$ cat config.mk
export PLATFORM = sky130hd
export DESIGN_NAME = cmp_sub_unit
export DESIGN_NICKNAME = d
export VERILOG_FILES = /design/src/rtl/csu_pkg.sv /design/src/rtl/csu_sub_core.sv /design/src/rtl/csu_cmp_sel.sv /design/src/rtl/csu_bin_path.sv /design/src/rtl/csu_mul_path.sv /design/src/rtl/cmp_sub_unit.sv
export SDC_FILE = /design/constraint.sdc
export NUM_CORES = 1
export LEC_CHECK = 0
export BUFFER_PORTS_ARGS = -buffer_cell sky130_fd_sc_hd__buf_4
export CAP_MARGIN = 20
export CORE_AREA = 2 2 197 199
export CTS_CLUSTER_SIZE = 30
export DETAILED_ROUTE_END_ITERATION = 12
export DIE_AREA = 0 0 199 201
export PLACE_DENSITY = 0.76
export SLEW_MARGIN = 20
export SYNTH_ARGS = -nofsm -noshare
export SYNTH_HDL_FRONTEND = slang
export SYNTH_SLANG_ARGS = --single-unit
$ cat constraint.sdc
create_clock -name clk -period 3.1 [get_ports clk]
set_input_delay 0.155 -clock clk [delete_from_list [all_inputs] [get_ports clk]]
set_output_delay 0.155 -clock clk [all_outputs]
set_load 0.005 [all_outputs]
$ cat src/rtl/csu_pkg.sv
package csu_pkg;

   localparam int unsigned OP_W = 3;

   typedef enum logic [OP_W-1:0] {
      CSU_SUB = 3'd0,
      CSU_EQ  = 3'd1,
      CSU_LTS = 3'd2,
      CSU_LTU = 3'd3,
      CSU_LES = 3'd4,
      CSU_LEU = 3'd5,
      CSU_MUL = 3'd6,
      CSU_NOP = 3'd7
   } csu_op_e;

   // flags produced by the shared subtractor a + ~b + 1
   typedef struct packed {
      logic zero;   // difference is all zeros
      logic carry;  // carry out, set when a >= b unsigned
      logic ovf;    // two's-complement overflow of the difference
   } csu_flags_t;

endpackage

$ cat src/rtl/csu_sub_core.sv
module csu_sub_core #(
   parameter int unsigned DATA_W = 32
) (
   input  logic [DATA_W-1:0]   a_i,
   input  logic [DATA_W-1:0]   b_i,
   output logic [DATA_W-1:0]   diff_o,
   output csu_pkg::csu_flags_t flags_o
);

   localparam int unsigned MSB = DATA_W - 1;

   logic [DATA_W:0] sum;

   always_comb begin
      sum           = {1'b0, a_i} + {1'b0, ~b_i} + {{DATA_W{1'b0}}, 1'b1};
      diff_o        = sum[MSB:0];
      flags_o.zero  = (sum[MSB:0] == '0);
      flags_o.carry = sum[DATA_W];
      flags_o.ovf   = (a_i[MSB] ^ b_i[MSB]) & (sum[MSB] ^ a_i[MSB]);
   end

endmodule

$ cat src/rtl/csu_cmp_sel.sv
module csu_cmp_sel #(
   parameter int unsigned DATA_W = 32
) (
   input  csu_pkg::csu_op_e    op_i,
   input  logic [DATA_W-1:0]   diff_i,
   input  csu_pkg::csu_flags_t flags_i,
   output logic [DATA_W-1:0]   res_o
);
   import csu_pkg::*;

   localparam int unsigned MSB = DATA_W - 1;

   logic lt_s, lt_u, eq;

   always_comb begin
      eq   = flags_i.zero;
      lt_s = diff_i[MSB] ^ flags_i.ovf;
      lt_u = ~flags_i.carry;
      unique case (op_i)
         CSU_SUB: res_o = diff_i;
         CSU_EQ:  res_o = {{MSB{1'b0}}, eq};
         CSU_LTS: res_o = {{MSB{1'b0}}, lt_s};
         CSU_LTU: res_o = {{MSB{1'b0}}, lt_u};
         CSU_LES: res_o = {{MSB{1'b0}}, lt_s | eq};
         CSU_LEU: res_o = {{MSB{1'b0}}, lt_u | eq};
         default: res_o = '0;
      endcase
   end

endmodule

$ cat src/rtl/csu_bin_path.sv
module csu_bin_path #(
   parameter int unsigned DATA_W     = 32,
   parameter int unsigned BIN_STAGES = 0
) (
   input  logic                clk,
   input  logic                rst_n,
   input  logic                launch_i,
   input  csu_pkg::csu_op_e    op_i,
   input  logic [DATA_W-1:0]   a_i,
   input  logic [DATA_W-1:0]   b_i,
   output logic                inflight_o,
   output logic                vld_o,
   output logic [DATA_W-1:0]   res_o
);
   import csu_pkg::*;

   logic              sel_vld;
   logic [DATA_W-1:0] sel_res;

   generate
      if (BIN_STAGES == 0) begin : g_s0
         logic [DATA_W-1:0] diff;
         csu_flags_t        flags;

         csu_sub_core #(.DATA_W(DATA_W)) u_sub (
            .a_i(a_i), .b_i(b_i), .diff_o(diff), .flags_o(flags));
         csu_cmp_sel #(.DATA_W(DATA_W)) u_sel (
            .op_i(op_i), .diff_i(diff), .flags_i(flags), .res_o(sel_res));

         assign sel_vld    = launch_i;
         assign inflight_o = 1'b0;
      end else begin : g_sn
         // operand register stage, present for 1 and 2 extra cycles
         logic              v1;
         csu_op_e           op1;
         logic [DATA_W-1:0] a1, b1;
         logic [DATA_W-1:0] diff;
         csu_flags_t        flags;

         always_ff @(posedge clk or negedge rst_n) begin
            if (!rst_n) begin
               v1  <= 1'b0;
               op1 <= CSU_SUB;
               a1  <= '0;
               b1  <= '0;
            end else begin
               v1 <= launch_i;
               if (launch_i) begin
                  op1 <= op_i;
                  a1  <= a_i;
                  b1  <= b_i;
               end
            end
         end

         csu_sub_core #(.DATA_W(DATA_W)) u_sub (
            .a_i(a1), .b_i(b1), .diff_o(diff), .flags_o(flags));

         if (BIN_STAGES == 1) begin : g_s1
            csu_cmp_sel #(.DATA_W(DATA_W)) u_sel (
               .op_i(op1), .diff_i(diff), .flags_i(flags), .res_o(sel_res));
            assign sel_vld    = v1;
            assign inflight_o = v1;
         end else begin : g_s2
            // difference and flag register stage, cuts adder from selector
            logic              v2;
            csu_op_e           op2;
            logic [DATA_W-1:0] diff2;
            csu_flags_t        flags2;

            always_ff @(posedge clk or negedge rst_n) begin
               if (!rst_n) begin
                  v2     <= 1'b0;
                  op2    <= CSU_SUB;
                  diff2  <= '0;
                  flags2 <= '0;
               end else begin
                  v2 <= v1;
                  if (v1) begin
                     op2    <= op1;
                     diff2  <= diff;
                     flags2 <= flags;
                  end
               end
            end

            csu_cmp_sel #(.DATA_W(DATA_W)) u_sel (
               .op_i(op2), .diff_i(diff2), .flags_i(flags2), .res_o(sel_res));
            assign sel_vld    = v2;
            assign inflight_o = v1 | v2;
         end
      end
   endgenerate

   always_ff @(posedge clk or negedge rst_n) begin
      if (!rst_n) begin
         vld_o <= 1'b0;
         res_o <= '0;
      end else begin
         vld_o <= sel_vld;
         if (sel_vld) res_o <= sel_res;
      end
   end

endmodule

$ cat src/rtl/csu_mul_path.sv
module csu_mul_path #(
   parameter int unsigned DATA_W   = 32,
   parameter bit          MUL_PIPE = 1'b0
) (
   input  logic              clk,
   input  logic              rst_n,
   input  logic              launch_i,
   input  logic [DATA_W-1:0] a_i,
   input  logic [DATA_W-1:0] b_i,
   output logic              inflight_o,
   output logic              vld_o,
   output logic [DATA_W-1:0] res_o
);

   logic              fin_vld;
   logic [DATA_W-1:0] fin_res;

   generate
      if (!MUL_PIPE) begin : g_flat
         assign fin_vld    = launch_i;
         assign fin_res    = a_i * b_i;
         assign inflight_o = 1'b0;
      end else begin : g_pipe
         logic              v1, v2;
         logic [DATA_W-1:0] a1, b1, p2;

         always_ff @(posedge clk or negedge rst_n) begin
            if (!rst_n) begin
               v1 <= 1'b0;
               v2 <= 1'b0;
               a1 <= '0;
               b1 <= '0;
               p2 <= '0;
            end else begin
               v1 <= launch_i;
               v2 <= v1;
               if (launch_i) begin
                  a1 <= a_i;
                  b1 <= b_i;
               end
               if (v1) p2 <= a1 * b1;
            end
         end

         assign fin_vld    = v2;
         assign fin_res    = p2;
         assign inflight_o = v1 | v2;
      end
   endgenerate

   always_ff @(posedge clk or negedge rst_n) begin
      if (!rst_n) begin
         vld_o <= 1'b0;
         res_o <= '0;
      end else begin
         vld_o <= fin_vld;
         if (fin_vld) res_o <= fin_res;
      end
   end

endmodule

$ cat src/rtl/cmp_sub_unit.sv
module cmp_sub_unit #(
   parameter int unsigned DATA_W     = 32,
   parameter int unsigned BIN_STAGES = 0,
   parameter bit          MUL_PIPE   = 1'b0
) (
   input  logic                        clk,
   input  logic                        rst_n,
   input  logic                        start_i,
   input  logic [csu_pkg::OP_W-1:0]    op_i,
   input  logic [DATA_W-1:0]           a_i,
   input  logic [DATA_W-1:0]           b_i,
   output logic                        busy_o,
   output logic                        done_o,
   output logic [DATA_W-1:0]           result_o
);
   import csu_pkg::*;

   generate
      if (BIN_STAGES > 2) begin : g_bad_stages
         $error("cmp_sub_unit: BIN_STAGES must be 0, 1 or 2");
      end
      if (DATA_W < 2) begin : g_bad_width
         $error("cmp_sub_unit: DATA_W must be at least 2");
      end
   endgenerate

   csu_op_e           op;
   logic              accept, go_bin, go_mul;
   logic              bin_busy, mul_busy, bin_vld, mul_vld;
   logic [DATA_W-1:0] bin_res, mul_res;
   logic              last_mul;

   assign op     = csu_op_e'(op_i);
   assign busy_o = bin_busy | mul_busy;
   assign accept = start_i & ~busy_o;
   assign go_mul = accept & (op == CSU_MUL);
   assign go_bin = accept & (op != CSU_MUL);

   csu_bin_path #(.DATA_W(DATA_W), .BIN_STAGES(BIN_STAGES)) u_bin (
      .clk(clk), .rst_n(rst_n), .launch_i(go_bin), .op_i(op),
      .a_i(a_i), .b_i(b_i), .inflight_o(bin_busy),
      .vld_o(bin_vld), .res_o(bin_res));

   csu_mul_path #(.DATA_W(DATA_W), .MUL_PIPE(MUL_PIPE)) u_mul (
      .clk(clk), .rst_n(rst_n), .launch_i(go_mul),
      .a_i(a_i), .b_i(b_i), .inflight_o(mul_busy),
      .vld_o(mul_vld), .res_o(mul_res));

   // remembers which path finished last so the held result stays put
   always_ff @(posedge clk or negedge rst_n) begin
      if (!rst_n)                 last_mul <= 1'b0;
      else if (bin_vld | mul_vld) last_mul <= mul_vld;
   end

   assign done_o = bin_vld | mul_vld;

   always_comb begin
      if (mul_vld)      result_o = mul_res;
      else if (bin_vld) result_o = bin_res;
      else              result_o = last_mul ? mul_res : bin_res;
   end

endmodule

# Word level (Yosys, flattened, before mapping)
# Index checks and enable logic that the tools add are counted.
dict set report classes {
  n_eq_ne 7
  addsub 2
  reduce_logical 2
  muxes 4
  multipliers 1
  bitwise_logic 11
}
# cell count
set op_table {}
lappend op_table {{32-bit one-hot mux with 6 select lines} 1}
lappend op_table {{32-bit 2-to-1 mux} 3}
lappend op_table {{32-bit by 32-bit adder with 33-bit output} 1}
lappend op_table {{33-bit by 1-bit adder with 33-bit output, second input constant} 1}
lappend op_table {{32-bit zero test} 1}
lappend op_table {{32-bit by 32-bit multiplier with 32-bit output} 1}
lappend op_table {{32-bit NOT} 1}
lappend op_table {{3-bit equality test, second input constant} 3}
lappend op_table {{3-bit by 2-bit equality test with 1-bit output, second input constant} 2}
lappend op_table {{1-bit bitwise AND} 3}
lappend op_table {{3-bit by 1-bit equality test with 1-bit output, second input constant} 1}
lappend op_table {{3-bit zero test} 1}
lappend op_table {{3-bit != test, second input constant} 1}
lappend op_table {{1-bit OR} 3}
lappend op_table {{1-bit XOR} 3}
lappend op_table {{1-bit NOT} 1}
dict set report totals {
  input_bits 70
  wordCells 32
  ff_bits 67
}

# Depth between registers and ports, before layout
dict set report depth {
  depth_word 8
  mapped_depth 27
  ltp_nobuf 25
}

# Modules after synthesis
# From an unflattened synthesis, not the netlist that was laid out.
dict set report hier_totals {
  hier_cells 2238
  area_unflattened_um2 21070.2
}
# mod area_each_um2 instances cells_each
set modules_own_cells {}
lappend modules_own_cells {csu_mul_path 16983.8 1 1782}
lappend modules_own_cells {csu_sub_core 1948.1 1 295}
lappend modules_own_cells {csu_bin_path 1381.3 1 71}
lappend modules_own_cells {cmp_sub_unit 478.0 1 46}
lappend modules_own_cells {csu_cmp_sel 279.0 1 44}

# Worst setup path before layout
# OpenSTA, ideal clock, no wires.
dict set report synth_timing {
  kind {input to register}
  from {input b_i[2]}
  to {register u_mul.res_o[30]}
  path_slack_ns -3.681
  n_path_buf 2
  cell_stages 24
  arrival_time_ns 6.691
  required_ns 3.010
  cell_sequence {clkbuf_1 clkbuf_1 and2_1 fa_1 inv_1 fa_1 fa_1 fa_1 inv_1 fa_1 inv_1 fa_1 inv_1 fa_1 fa_1 ha_1 nand3_1 or4_1 o22ai_1 o21bai_1 o22ai_1 nor2_1 or4b_1 o2111ai_1}
}
dict set report synth_between {
  elab_chain_len 1
}
# element line
set synth_lines {}
lappend synth_lines {{from (decl)} cmp_sub_unit.sv:11} ;# input logic [DATA_W-1:0] b_i,
lappend synth_lines {{32-bit by 32-bit multiplier with 32-bit output} csu_mul_path.sv:21} ;# assign fin_res = a_i * b_i;
lappend synth_lines {{to (signal assigned)} csu_mul_path.sv:57} ;# if (fin_vld) res_o <= fin_res;
lappend synth_lines {{to (decl)} csu_mul_path.sv:12} ;# output logic [DATA_W-1:0] res_o
# Every way passes these cells.
# A chain may end at the register's enable or synchronous reset.

# Final worst setup path
dict set report layout_timing {
  from {input b_i[2]}
  to {register u_mul.res_o[23]}
}
# The elaborated chain is that of the path after synthesis.

==> impl_metrics.toml <==
[timing]
skew_ns = 0.0000718
setup_viol = 28
hold_viol = 0
fin_crit_ns = 6.41
finalCritPeriodShare_pct = 207
slew_headroom_pct = 40.1
fmax_ghz = 0.156
rsz0062_at_grt = "true"
tightestPinTransition_ns = 0.899
worst_slack_ns = -3.31
final_max_slew_viol_count = 0

[synth]
yosysTopAreaCellShare_pct = 39.8
synth-seq-cells = 67
yosysSeqAreaShare_pct = 8.13
synth_most_common_cell = "inv_1"
syn-cell-area_sq_um = 20600
syn_inst = 2303
ys_top_cells_by_count = "inv_1 (445), fa_1 (410), nand2_1 (304)"
syn_area_per_cell_sq_um = 8.95
synth_ff_type = "dfrtp_1"
synth_edf_count = 0
synthArstFlopShare_pct = 100
yosysTopAreaCell = "fa_1"
synth_cell_types = 77
ys_warn_count = 0
syn_nets = 2954
ys_top_cells_by_area = "fa_1 (40%), ha_1 (10%), dfrtp_1 (8.1%)"

[routing]
drt_iter0_drc = 1383
drt-total-wl_um = 71100
detail-route-antenna-nets = 0
dr.pass1.iters = 6
drcViolationCount = 0
vias = 18400
wl_per_cell_um = 21.6
viasPerCell = 5.60

[finish]
nets = 3420
multiInputGateArea_sq_um = 18400
syn_to_final_growth_pct = 33.7
stdcell_area_sq_um = 27600
drive_gt1_share_pct = 31.5
nFillCells = 2635
regArea_sq_um = 1680

[worst_setup_path]
arrival_ns = 6.60
cpMostUsedCell = "fa_1"
crit_path_max_incr_delay_ns = 0.56
r2r_end = "last_mul$_DFFE_PN0P_"
crit_fanout = 6
cp-start-kind = "input pin"
crit_type = "input pin to register"
cp.required_ns = 3.30
reg2reg_slack_ns = 1.93
crit_slowest_cell = "fa_1"
path_buf_inv = 8
crit_start = "b_i[2]"
ff2ff_path_depth = 4
cp_top_family = "adder cells"
end_kind = "register"
worstReg2RegStart = "u_bin.vld_o$_DFF_PN0_"

[cts]
cts_tree = "built"
clockBufferDepth = 2
clk-insertion-delay-late_ns = 0.33
cts-root-buf = "clkbuf_16"
cts_sinks = 67
cts.htree.levels = 3
cts_inserted_buffers = 9
clkTransAtPathRegs_ns = 0.06

[placed_design]
hpwlAfterDp_um = 55300
placed_area_sq_um = 25200
gp_congestion = 0.951
numPortBuffers = 102

[status]
status = "complete, but fails checks"
violations = "negative setup slack"

[floorplanning]
row_count = 72
die_area_sq_um = 40000
dieWidth_um = 199
io_pins = 104
die_h_um = 201
core_sq_um = 38100
start_util_pct = 54.1

[hold_path]
hold_path.startpoint = "start_i"
hold_depth = 3
holdCritPathClass = "input pin to register"
holdPathEnd = "u_bin.res_o[0]$_DFFE_PN0P_"

[grt]
grt_usage_pct = 34.4
grt_pass1_vias = 20000
antenna_found_initial = 1
grt_max_degree = 68
grt_overflow = 0
grt_pass1_wl_um = 105000

[run]
maxCapViolCount = 0
==> metrics by stage <==
| stage | cells | hold WS [ns] | setup WS [ns] | utilization [%] | setup TNS (ns) |
|---|---|---|---|---|---|
| after floorplan | 2303 | -0.141 | -3.50 | - | -62.01 |
| after global placement | 3224 | 0.310 | -3.79 | 66.0 | -80.55 |
| after detailed placement | 3224 | 0.326 | -3.93 | 66.0 | -83.52 |
| after CTS | 3274 | 0.158 | -3.28 | 70.2 | -66.33 |
| after global routing | 3293 | 0.202 | -3.47 | 72.3 | -73.60 |
| final | 3293 | 0.186 | -3.31 | 72.3 | -69.94 |
==> per-layer routing <==
layer	track usage [%]	vias to the layer above	routed length [um]
met5	0	-	0
met4	15.8	0	4360
met3	5.28	286	5640
met2	59.5	889	34800
met1	42.3	9302	26300
li1	-	7964	-
==> worst max-delay path by stage <==
stage	endpoint	slack, ns	cells after the start
detailed placement	u_mul.res_o[30]$_DFFE_PN0P_	-3.93	22
global placement	u_mul.res_o[28]$_DFFE_PN0P_	-3.79	24
floorplan	u_mul.res_o[30]$_DFFE_PN0P_	-3.50	24
global route	u_mul.res_o[31]$_DFFE_PN0P_	-3.47	24
CTS	u_mul.res_o[30]$_DFFE_PN0P_	-3.28	22
finish	u_mul.res_o[23]$_DFFE_PN0P_	-3.31	27
==> cell type report <==
cell class,instances,share of cell area [%]
multi-input combinational,1682,66.7
clock inverter,4,0.0908
timing repair buffer,562,17.6
clock buffer,12,0.930
antenna,1,0.00908
sequential,67,6.08
inverter,447,6.19
tap,518,2.35
==> repair_timing <==
action / in CTS / in global routing
pin swaps: 154 / 120
buffers inserted: 43 / 26
cloned: 1 / 1
hold buffers: 1 / 0
endpoints found under the setup margin: 33 / 32
hold endpoints to repair: 67 / 0
gates resized for setup: 229 / 158
==> cells by family after synthesis <==
family          Yosys count  share of synthesized area, %
compound gates          227                          7.64
fa+ha+maj               582                          50.2
simple gates            729                          17.3
other cells               1                        0.0182
buf+inv                 554                          10.2
mux                      36                          1.95
flops                    67                          8.13
xor+xnor                107                          4.55
==> cells in the final DEF (no fill, tap or decap), drive strengths merged, types with 19 or more instances in the layout <==
cell type / Yosys / routed
inv: 445 / 443
o21ai: 57 / 57
buf: 4 / 559
and2: 243 / 243
xnor2: 80 / 80
nand2: 304 / 304
mux2: 33 / 33
xor2: 27 / 27
nor2: 98 / 98
ha: 171 / 171
fa: 410 / 410
a22o: 21 / 21
dfrtp: 67 / 67
a21o: 19 / 19
a21oi: 44 / 44
==> worst min-delay path, delay by kind of cell <==
family	cells	cell delay, ns
AO/OA/AOI/OAI	2	0.20
buffers and inverters	1	0.13
==> registers in the layout, summed over array words and instances, names as in the netlist <==
register / cells
u_bin.res_o: 32
u_mul.res_o: 32
u_bin.vld_o: 1
u_mul.vld_o: 1
last_mul: 1
Power is left out: the tool's default activity adds up to more than one toggle a clock period on the data nets, which glitch-free logic cannot reach.
